$ cat src/rtl/blit_evt_pkg.sv
package blit_evt_pkg;
   localparam int NUM_EVT = 6;

   // Flag bit positions, visible to software in status/enable/clear
   localparam int EV_BUS_ERR      = 0;
   localparam int EV_XFER_DONE    = 1;
   localparam int EV_WMARK        = 2;
   localparam int EV_LUT_CONFLICT = 3;
   localparam int EV_LUT_DONE     = 4;
   localparam int EV_CFG_ERR      = 5;

   typedef enum logic [1:0] {
      RA_ENABLE = 2'd0,
      RA_STATUS = 2'd1,
      RA_CLEAR  = 2'd2,
      RA_WMARK  = 2'd3
   } reg_addr_e;
endpackage

$ cat src/rtl/blit_wmark_det.sv
module blit_wmark_det #(
   parameter int LINE_W = 16
) (
   input  logic              clk,
   input  logic              rst_n,
   input  logic              xfer_start,
   input  logic              pix_valid,
   input  logic              pix_eol,
   input  logic [LINE_W-1:0] line_idx,
   input  logic [LINE_W-1:0] wm_line,
   output logic              hit
);
   logic fired_q;
   logic line_end_match;

   assign line_end_match = pix_valid && pix_eol && (line_idx == wm_line);
   assign hit            = line_end_match && !fired_q;

   // One shot per transfer; a new transfer rearms it
   always_ff @(posedge clk or negedge rst_n) begin
      if (!rst_n)
         fired_q <= 1'b0;
      else if (hit)
         fired_q <= 1'b1;
      else if (xfer_start)
         fired_q <= 1'b0;
   end
endmodule

$ cat src/rtl/blit_lut_guard.sv
module blit_lut_guard #(
   parameter int DATA_W = 32,
   parameter bit BLOCK_ON_CONFLICT = 1'b1
) (
   input  logic              cpu_lut_req,
   input  logic              lut_busy,
   input  logic              xfer_busy,
   input  logic [DATA_W-1:0] lut_mem_rdata,
   output logic              lut_mem_req,
   output logic [DATA_W-1:0] cpu_lut_rdata,
   output logic              conflict
);
   assign conflict = cpu_lut_req && (lut_busy || xfer_busy);

   generate
      if (BLOCK_ON_CONFLICT) begin : g_block
         assign lut_mem_req   = cpu_lut_req && !conflict;
         assign cpu_lut_rdata = conflict ? '0 : lut_mem_rdata;
      end else begin : g_pass
         assign lut_mem_req   = cpu_lut_req;
         assign cpu_lut_rdata = lut_mem_rdata;
      end
   endgenerate
endmodule

$ cat src/rtl/blit_flag_bank.sv
module blit_flag_bank #(
   parameter int N = 6
) (
   input  logic         clk,
   input  logic         rst_n,
   input  logic [N-1:0] set_vec,
   input  logic [N-1:0] clr_vec,
   output logic [N-1:0] flags
);
   generate
      for (genvar k = 0; k < N; k++) begin : g_flag
         logic f_q;
         always_ff @(posedge clk or negedge rst_n) begin
            if (!rst_n)
               f_q <= 1'b0;
            else if (set_vec[k])
               f_q <= 1'b1;      // set has priority over clear
            else if (clr_vec[k])
               f_q <= 1'b0;
         end
         assign flags[k] = f_q;
      end
   endgenerate
endmodule

$ cat src/rtl/blit_evt_irq.sv
module blit_evt_irq
   import blit_evt_pkg::*;
#(
   parameter int LINE_W = 16,
   parameter int DATA_W = 32,
   parameter int REG_W  = 16,
   parameter bit BLOCK_ON_CONFLICT = 1'b1
) (
   input  logic              clk,
   input  logic              rst_n,
   input  logic              xfer_start,
   input  logic              ev_cfg_err,
   input  logic              ev_lut_done,
   input  logic              ev_xfer_done,
   input  logic              ev_bus_err,
   input  logic              pix_valid,
   input  logic              pix_eol,
   input  logic [LINE_W-1:0] line_idx,
   input  logic              lut_busy,
   input  logic              xfer_busy,
   input  logic              cpu_lut_req,
   input  logic [DATA_W-1:0] lut_mem_rdata,
   output logic              lut_mem_req,
   output logic [DATA_W-1:0] cpu_lut_rdata,
   input  logic              reg_wr,
   input  logic [1:0]        reg_addr,
   input  logic [REG_W-1:0]  reg_wdata,
   output logic [REG_W-1:0]  reg_rdata,
   output logic              irq
);
   generate
      if (REG_W < LINE_W) begin : g_chk_line
         $error("REG_W must hold the watermark line");
      end
      if (REG_W < NUM_EVT) begin : g_chk_evt
         $error("REG_W must hold all event flags");
      end
      if (DATA_W < 1) begin : g_chk_data
         $error("DATA_W must be positive");
      end
   endgenerate

   logic [NUM_EVT-1:0] en_q;
   logic [NUM_EVT-1:0] flag_q;
   logic [NUM_EVT-1:0] set_vec;
   logic [NUM_EVT-1:0] clr_vec;
   logic [LINE_W-1:0]  wm_q;
   logic               wm_hit;
   logic               lut_conflict;
   logic               irq_q;

   blit_wmark_det #(.LINE_W(LINE_W)) u_wmark (
      .clk        (clk),
      .rst_n      (rst_n),
      .xfer_start (xfer_start),
      .pix_valid  (pix_valid),
      .pix_eol    (pix_eol),
      .line_idx   (line_idx),
      .wm_line    (wm_q),
      .hit        (wm_hit)
   );

   blit_lut_guard #(.DATA_W(DATA_W), .BLOCK_ON_CONFLICT(BLOCK_ON_CONFLICT)) u_guard (
      .cpu_lut_req   (cpu_lut_req),
      .lut_busy      (lut_busy),
      .xfer_busy     (xfer_busy),
      .lut_mem_rdata (lut_mem_rdata),
      .lut_mem_req   (lut_mem_req),
      .cpu_lut_rdata (cpu_lut_rdata),
      .conflict      (lut_conflict)
   );

   always_comb begin
      set_vec                  = '0;
      set_vec[EV_BUS_ERR]      = ev_bus_err;
      set_vec[EV_XFER_DONE]    = ev_xfer_done;
      set_vec[EV_WMARK]        = wm_hit;
      set_vec[EV_LUT_CONFLICT] = lut_conflict;
      set_vec[EV_LUT_DONE]     = ev_lut_done;
      set_vec[EV_CFG_ERR]      = ev_cfg_err;
   end

   assign clr_vec = (reg_wr && reg_addr == RA_CLEAR) ? reg_wdata[NUM_EVT-1:0] : '0;

   blit_flag_bank #(.N(NUM_EVT)) u_flags (
      .clk     (clk),
      .rst_n   (rst_n),
      .set_vec (set_vec),
      .clr_vec (clr_vec),
      .flags   (flag_q)
   );

   always_ff @(posedge clk or negedge rst_n) begin
      if (!rst_n) begin
         en_q <= '0;
         wm_q <= '0;
      end else if (reg_wr) begin
         if (reg_addr == RA_ENABLE) en_q <= reg_wdata[NUM_EVT-1:0];
         if (reg_addr == RA_WMARK)  wm_q <= reg_wdata[LINE_W-1:0];
      end
   end

   always_ff @(posedge clk or negedge rst_n) begin
      if (!rst_n) irq_q <= 1'b0;
      else        irq_q <= |(flag_q & en_q);
   end
   assign irq = irq_q;

   always_comb begin
      reg_rdata = '0;
      case (reg_addr)
         RA_ENABLE: reg_rdata[NUM_EVT-1:0] = en_q;
         RA_STATUS: reg_rdata[NUM_EVT-1:0] = flag_q;
         RA_WMARK:  reg_rdata[LINE_W-1:0]  = wm_q;
         default:   reg_rdata = '0;
      endcase
   end
endmodule

$ cat config.mk
export PLATFORM = sky130hd
export DESIGN_NAME = blit_evt_irq
export DESIGN_NICKNAME = d
export VERILOG_FILES = /design/src/rtl/blit_evt_pkg.sv /design/src/rtl/blit_wmark_det.sv /design/src/rtl/blit_lut_guard.sv /design/src/rtl/blit_flag_bank.sv /design/src/rtl/blit_evt_irq.sv
export SDC_FILE = /design/constraint.sdc
export NUM_CORES = 1
export LEC_CHECK = 0
export BUFFER_PORTS_ARGS = -buffer_cell sky130_fd_sc_hd__buf_2
export CORE_MARGIN = 4
export CORE_UTILIZATION = 41
export DETAILED_ROUTE_END_ITERATION = 16
export PLACE_DENSITY = 0.84
export REMOVE_ABC_BUFFERS = 1
export SLEW_MARGIN = 20
export SYNTH_ARGS = -nofsm -noshare
export SYNTH_HDL_FRONTEND = slang
export SYNTH_SLANG_ARGS = --single-unit
$ cat constraint.sdc
create_clock -name clk -period 1.6 [get_ports clk]
set_clock_uncertainty 0.05 [all_clocks]
set_input_delay 0.24 -clock clk [delete_from_list [all_inputs] [get_ports clk]]
set_output_delay 0.24 -clock clk [all_outputs]
set_load 0.1 [all_outputs]
==> results of run 1 <==
==> power groups by stage <==
| stage | Sequential, mW | Combinational, mW | Clock [mW] |
|---|---|---|---|
| 6_report | 0.977 | 1.67 | 0.603 |
| 2_1_floorplan | 0.977 | 1.01 | 0 |
| 3_5_place_dp | 0.990 | 1.67 | 0 |
| 3_3_place_gp | 0.976 | 1.64 | 0 |
| 5_1_grt | 0.994 | 1.73 | 0.666 |
| 4_1_cts | 0.976 | 1.68 | 0.628 |
==> cells in the final DEF (no fill, tap or decap) <==
cell	count
dlygate4sd3_1	1
clkinv_2	1
a21o_1	4
a22oi_1	3
inv_1	1
o21ai_0	2
dfrtp_1	30
mux2i_1	6
o21ai_1	6
nor3b_2	1
nand2_1	16
and3_1	10
mux2_2	12
clkbuf_8	6
nor3b_1	1
and3b_2	1
xor2_1	13
nand4_1	1
xnor2_1	3
o22ai_1	1
and2_1	32
buf_2	78
nor4_1	3
buf_4	4
buf_12	50
clkbuf_4	1
mux2_4	10
clkbuf_1	1
nand2_8	1
nor3_1	1
and2_4	1
nand3_1	2
==> cells by family after synthesis <==
logic type      after synthesis  share of synthesized area [%]
xor+xnor                     16                           7.64
compound gates               16                           5.39
simple gates                 70                           23.0
mux                          28                           18.8
flops                        30                           40.9
buf+inv                      11                           4.23
==> area by class of cell <==
| type | instances | area, µm² |
|---|---|---|
| Sequential cell | 30 | 751 |
| Inverter | 1 | 3.75 |
| Timing Repair Buffer | 134 | 1440 |
| Tap cell | 52 | 65.1 |
| Clock buffer | 7 | 86.3 |
| Fill cell | 257 | 998 |
| Clock inverter | 1 | 5.00 |
| Multi-Input combinational cell | 130 | 1010 |
==> metal layers <==
layer  up-vias  global-route usage, %  routed length (µm)
met5         -                      0                   0
met4         0                   5.53                  57
met3         6                   10.9                 777
met2       104                   40.7                3160
met1       833                   20.0                1890
li1        841                      -                   -
==> sequential cells by signal (all words and copies together), names as in the netlist <==
name and count:
u_wmark.fired_q 1, irq 1, wm_q 16, en_q 6
u_flags.g_flag.f_q 6
==> stage by stage <==
stage	hold slack [ps]	setup slack [ps]	instances	TNS [ps]
final	93.8	88.2	355	0
after global routing	84.8	14.5	355	0
after global placement	249	51.5	346	0
after CTS	83.7	9.13	355	0
after floorplan	-106	-1200	161	-39670
after detailed placement	255	33.5	346	0
==> cell usage after synthesis, drive strengths merged <==
master / instances / area share, %
dfrtp: 30 / 41
a22oi: 3 / 1.2
and3b: 1 / 0.55
o22ai: 1 / 0.34
and3: 10 / 3.4
xor2: 13 / 6.2
nor3b: 2 / 1.1
mux2i: 6 / 3.3
inv: 1 / 0.20
mux2: 22 / 16
nor3: 1 / 0.27
buf: 4 / 2.8
o21ai: 8 / 2.2
nand4: 1 / 0.34
clkbuf: 6 / 1.2
nand2: 17 / 4.4
nand3: 2 / 0.55
a21o: 4 / 1.6
xnor2: 3 / 1.4
and2: 33 / 11
nor4: 3 / 1.0
==> worst max-delay path by stage <==
stage	from	to	slack, ps	cells past startpoint
floorplan	u_flags.g_flag[1].f_q	reg_rdata[1]	-1200	2
global placement	reg_addr[0]	reg_rdata[0]	50	5
detailed placement	reg_addr[0]	reg_rdata[5]	30	5
CTS	u_flags.g_flag[5].f_q	reg_rdata[5]	9	3
global route	u_flags.g_flag[2].f_q	reg_rdata[2]	10	3
finish	u_flags.g_flag[2].f_q	reg_rdata[2]	90	3
==> repair_timing <==
item	CTS	global route
hold buffers	1	0
hold endpoints to repair	30	0
gates resized for setup	0	6
endpoints found under the setup margin	0	5
setup buffers	0	0
==> worst reg2reg max path: stages (launching register included) <==
cell and delay (ps):
dfrtp_1 410, xor2_1 170, nor4_1 350, nand4_1 160
o21ai_0 190
==> key figures, run 1 <==
Outcome
  • Status: complete, no violations

STA
  • Least-Margin Pin Slew: 663 ps
  • Tmin final: 1510 ps
  • Pins Over Slew Limit: 0
  • F_max: between 600 and 700 MHz
  • Slew headroom: 55.8%
  • Unrepaired setup endpoints after global routing: false
  • Setup violations, final: 0
  • Fin crit share: 94.5%
  • Final Hold Viols: 0

Worst hold path
  • Hold depth: 2
  • Hold EP: u_flags.g_flag[4].f_q
  • Min-delay src: ev_lut_done
  • Min-delay worst type: in -> reg

Placement
  • Placement Cell Area: roughly 0.0033 mm²
  • PortBufs: approximately 130
  • HPWL after detailed placement: roughly 4.9 mm
  • RePlAce Congestion: 0.821

Route
  • DRC Markers: 0
  • Avg Vias per Cell: 5.03
  • Number of routed nets with antenna violations: 0
  • DRT iter0 DRCs: 53
  • Drt wl/cell: about 17 µm
  • Detailed Route WL: 5.88 mm
  • DR vias: 1,784
  • Router iterations before antenna repair: 4

Pwr
  • Internal power: 1.88 mW
  • PD cells: roughly 970 mW/mm²
  • Combinational share of power: 51.3%
  • Clock power frac: 18.6%
  • Peak supply drop: about 0.0005 V
  • Total Power: 3.25 mW
  • NetSw: 1.37 mW
  • Lkg Pwr: 1.62 nW
  • Sequential share of power: 30.1%
  • Switching share of power: 42.1%

Synth
  • Synth warn: 0
  • Synth unique cells: 28
  • Sequential area share after synthesis: 40.9%
  • Synthesized netlist cell count: between 150 and 200
  • FF+latch count, synth: 30
  • Syn_area_per_cell: between 10 and 15 µm²
  • Post-synth design cell area: 0.00183 mm²

Finish
  • Layout cells sized above 1: 54.8%
  • Layout net count: 381
  • Diode count: 0
  • Layout area overhead: 82.9%
  • Final core utilization: between 70% and 80%
  • Final Instance Area: between 0.003 and 0.004 mm²

Worst setup path
  • Critical Path RT: about 1300 ps
  • Critical-path maximum fanout: 3
  • CP max stage delay: 370 ps
  • R2R Setup Slk: 190 ps
  • Worst EP arrival: 1220 ps
  • Largest delay share family, worst path: flip-flops
  • Cell Chain, Critical Path: mux2i_1 -> o21ai_0 -> buf_12
  • Buf+Inv Stages, Crit Path: 1
  • Startpoint type of the worst setup path: register
  • Slowest-stage cell, CP: dfrtp_1
  • R2r startpoint: wm_q[0]
  • Reg-to-reg endpoint: u_flags.g_flag[2].f_q
  • Setup Crit Path Kind: reg -> out
  • R2r worst-path depth: 4
  • CP Capture Type: output pin

Clock network
  • H-Tree Depth: 2
  • Clk_lat worst skew: 270 ps
  • Num CTS Buffers: 5
  • Clk buf depth: 2
  • Sink Count: 30
  • TritonCTS clock tree: done
  • Clk slew on worst S/H paths: 60 ps
  • Clk root buf: clkbuf_8

GRT
  • Vias in the first global route: slightly below 2,000
  • Initial antenna violation count: 0
  • Total gr overflow: 0
  • Largest net degree at the start of global routing: 31
  • First-pass GRT wire length: 8.96 mm
  • GRT Util Overall: 21.4%

Floorplanning
  • Rows: 24
  • Core area: roughly 0.0044 mm²
  • I/O pins: 129
  • Die area: 0.00561 mm²
  • Initial core utilization: 42.1%
  • Die Ht: approximately 75 µm
  • DIE WIDTH: 74.9 µm

Run
  • MaxCap Viol Count: 0
(Power assumes the default switching activity.)
==> run 2: changes to the inputs <==
--- a/config.mk
+++ b/config.mk
@@ -9,6 +9,7 @@
 export CORE_MARGIN = 4
 export CORE_UTILIZATION = 41
 export DETAILED_ROUTE_END_ITERATION = 16
+export GPL_TIMING_DRIVEN = 0
 export PLACE_DENSITY = 0.84
 export REMOVE_ABC_BUFFERS = 1
 export SLEW_MARGIN = 20
==> key figures, run 2 (synthesized netlist as in run 1, its figures left out) <==
Pwr
  • NetSw: 1.33 mW
  • Switching share of power: 44.9%
  • Clock power frac: 21.3%
  • PD cells: 1100 mW/mm²
  • Internal power: 1.63 mW
  • Sequential share of power: 32.7%
  • Peak supply drop: around 0.00046 V
  • Combinational share of power: a little under half
  • Lkg Pwr: 1.42 nW

Clock network
  • H-Tree Depth: 2
  • Clk buf depth: 2
  • Clk root buf: clkbuf_8
  • TritonCTS clock tree: done
  • Sink Count: 30
  • Clk_lat worst skew: 280 ps
  • Clk slew on worst S/H paths: 70 ps
  • Num CTS Buffers: 5

STA
  • Fin crit share: 96.7%
  • Final worst slack: between 50 and 60 ps
  • Setup violations, final: 0
  • Tmin final: 1550 ps
  • Pins Over Slew Limit: 0
  • Final Hold Viols: 0
  • F_max: 646 MHz
  • Unrepaired setup endpoints after global routing: false
  • Least-Margin Pin Slew: 677 ps
  • Slew headroom: about 55%

GRT
  • First-pass GRT wire length: roughly 7.9 mm
  • Initial antenna violation count: 0
  • Vias in the first global route: 1,804
  • GRT Util Overall: between 10% and 20%
  • Total gr overflow: 0
  • Largest net degree at the start of global routing: 31

Placement
  • PortBufs: around 130
  • RePlAce Congestion: 0.793
  • HPWL after detailed placement: 4.14 mm
  • Dpl cells: around 340
  • Pre-CTS setup slack: -219 ps

Floorplanning
  • DIE WIDTH: 74.9 µm
  • Initial core utilization: around 42%
  • Die area: between 0.005 and 0.006 mm²
  • Die Ht: 74.9 µm
  • Core area: 0.00435 mm²
  • Rows: 24
  • I/O pins: 129

Finish
  • Commonest non-fill, non-tap cells in the layout: buf_2 (91), buf_4 (34), and2_1 (32), dfrtp_1 (30), nand2_1 (16)
  • Max FFs per register: 16
  • Commonest non-fill, non-tap cell in the layout: buf_2
  • Layout area overhead: 46.9%
  • Biggest register: wm_q
  • Diode count: 0
  • Layout cells sized above 1: 54.8%
  • Layout net count: around 380
  • Final std cells w/o fill: 351
  • Largest regs: wm_q (16), en_q (6), u_flags.g_flag.f_q (6)

Route
  • Router iterations before antenna repair: 3
  • DR vias: 1,730
  • Avg Vias per Cell: 4.93
  • Detailed Route WL: 5.36 mm
  • Number of routed nets with antenna violations: 0
  • DRT iter0 DRCs: 41
  • DRC Markers: 0
  • Drt wl/cell: 15.3 µm

Run
  • MaxCap Viol Count: 0

Worst setup path
  • Critical Path RT: 1310 ps
  • Setup Crit Path Kind: reg -> out
  • Worst EP arrival: 1260 ps
  • CP Capture Type: output pin
  • Critical-path maximum fanout: 3
  • Startpoint type of the worst setup path: register

Worst hold path
  • Min-delay worst type: in -> reg

Outcome
  • Status: complete, no violations
## run 2: cell count changes in the layout (fill, tap and decap cells not counted), moves of 2 or more
cell     delta
buf_12     -50
buf_2      +13
o21ai_1     -3
o21ai_0     +2
buf_4      +30
buf_6       +3
## run 2: cell type report
cell class / count / area (µm²)
fill: 360 / 1660
multi-input combinational: 130 / 1020
timing repair buffer: 130 / 768
sequential: 30 / 751
clock buffer: 7 / 86.3
tap: 52 / 65.1
clock inverter: 1 / 5.00
inverter: 1 / 3.75
## run 2: what timing repair did
action	CTS	global route
hold buffers	1	0
gates resized for setup	39	6
endpoints found under the setup margin	35	4
setup buffers	0	0
endpoints found under the hold margin	30	0
## run 2: worst max-delay path, cell delays in order (launching register included)
cell and delay [ps]:
dfrtp_1 380, and3_1 170, buf_2 420
## run 2: through the flow
stage / power [mW] / hold WS [ps] / setup TNS, ps / utilization, % / cell area [µm²]
floorplan: 1.99 / -106 / -39670 / - / 1760
global placement: 2.26 / 255 / -46400 / 56.6 / 2470
detailed placement: 2.28 / 265 / -1430 / 57.0 / 2480
CTS: 2.97 / 75.1 / 0 / 61.6 / 2680
global route: 3.08 / 83.3 / 0 / 61.9 / 2700
finish: 2.96 / 80.2 / 0 / 61.9 / 2700
## run 2: final timing paths
| kind | startpoint | to | slack [ps] | depth (start not counted) |
|---|---|---|---|---|
| max | wm_q[8] | reg_rdata[8] | 50 | 2 |
| min | ev_lut_done | u_flags.g_flag[4].f_q | 80 | 2 |
| max reg2reg | wm_q[8] | u_flags.g_flag[2].f_q | 200 | 4 |
| min reg2reg | u_flags.g_flag[0].f_q | u_flags.g_flag[0].f_q | 460 | 1 |
| max in group asynchronous | rst_n | wm_q[5] | 560 | 2 |
| min in group asynchronous | rst_n | wm_q[11] | 500 | 2 |
## run 2: power groups by stage
stage	combinational (mW)	sequential, mW	clock, mW
after floorplan	1.01	0.977	0
after global placement	1.28	0.972	0
after detailed placement	1.30	0.983	0
after CTS	1.36	0.969	0.638
after global routing	1.42	0.982	0.677
final	1.36	0.969	0.632
## run 2: per-layer routing
metal	up-vias	global-route usage, %	wire, µm
met5	-	0	0
met4	0	6.92	76
met3	8	5.61	558
met2	100	35.3	2750
met1	790	19.6	1970
li1	832	-	-
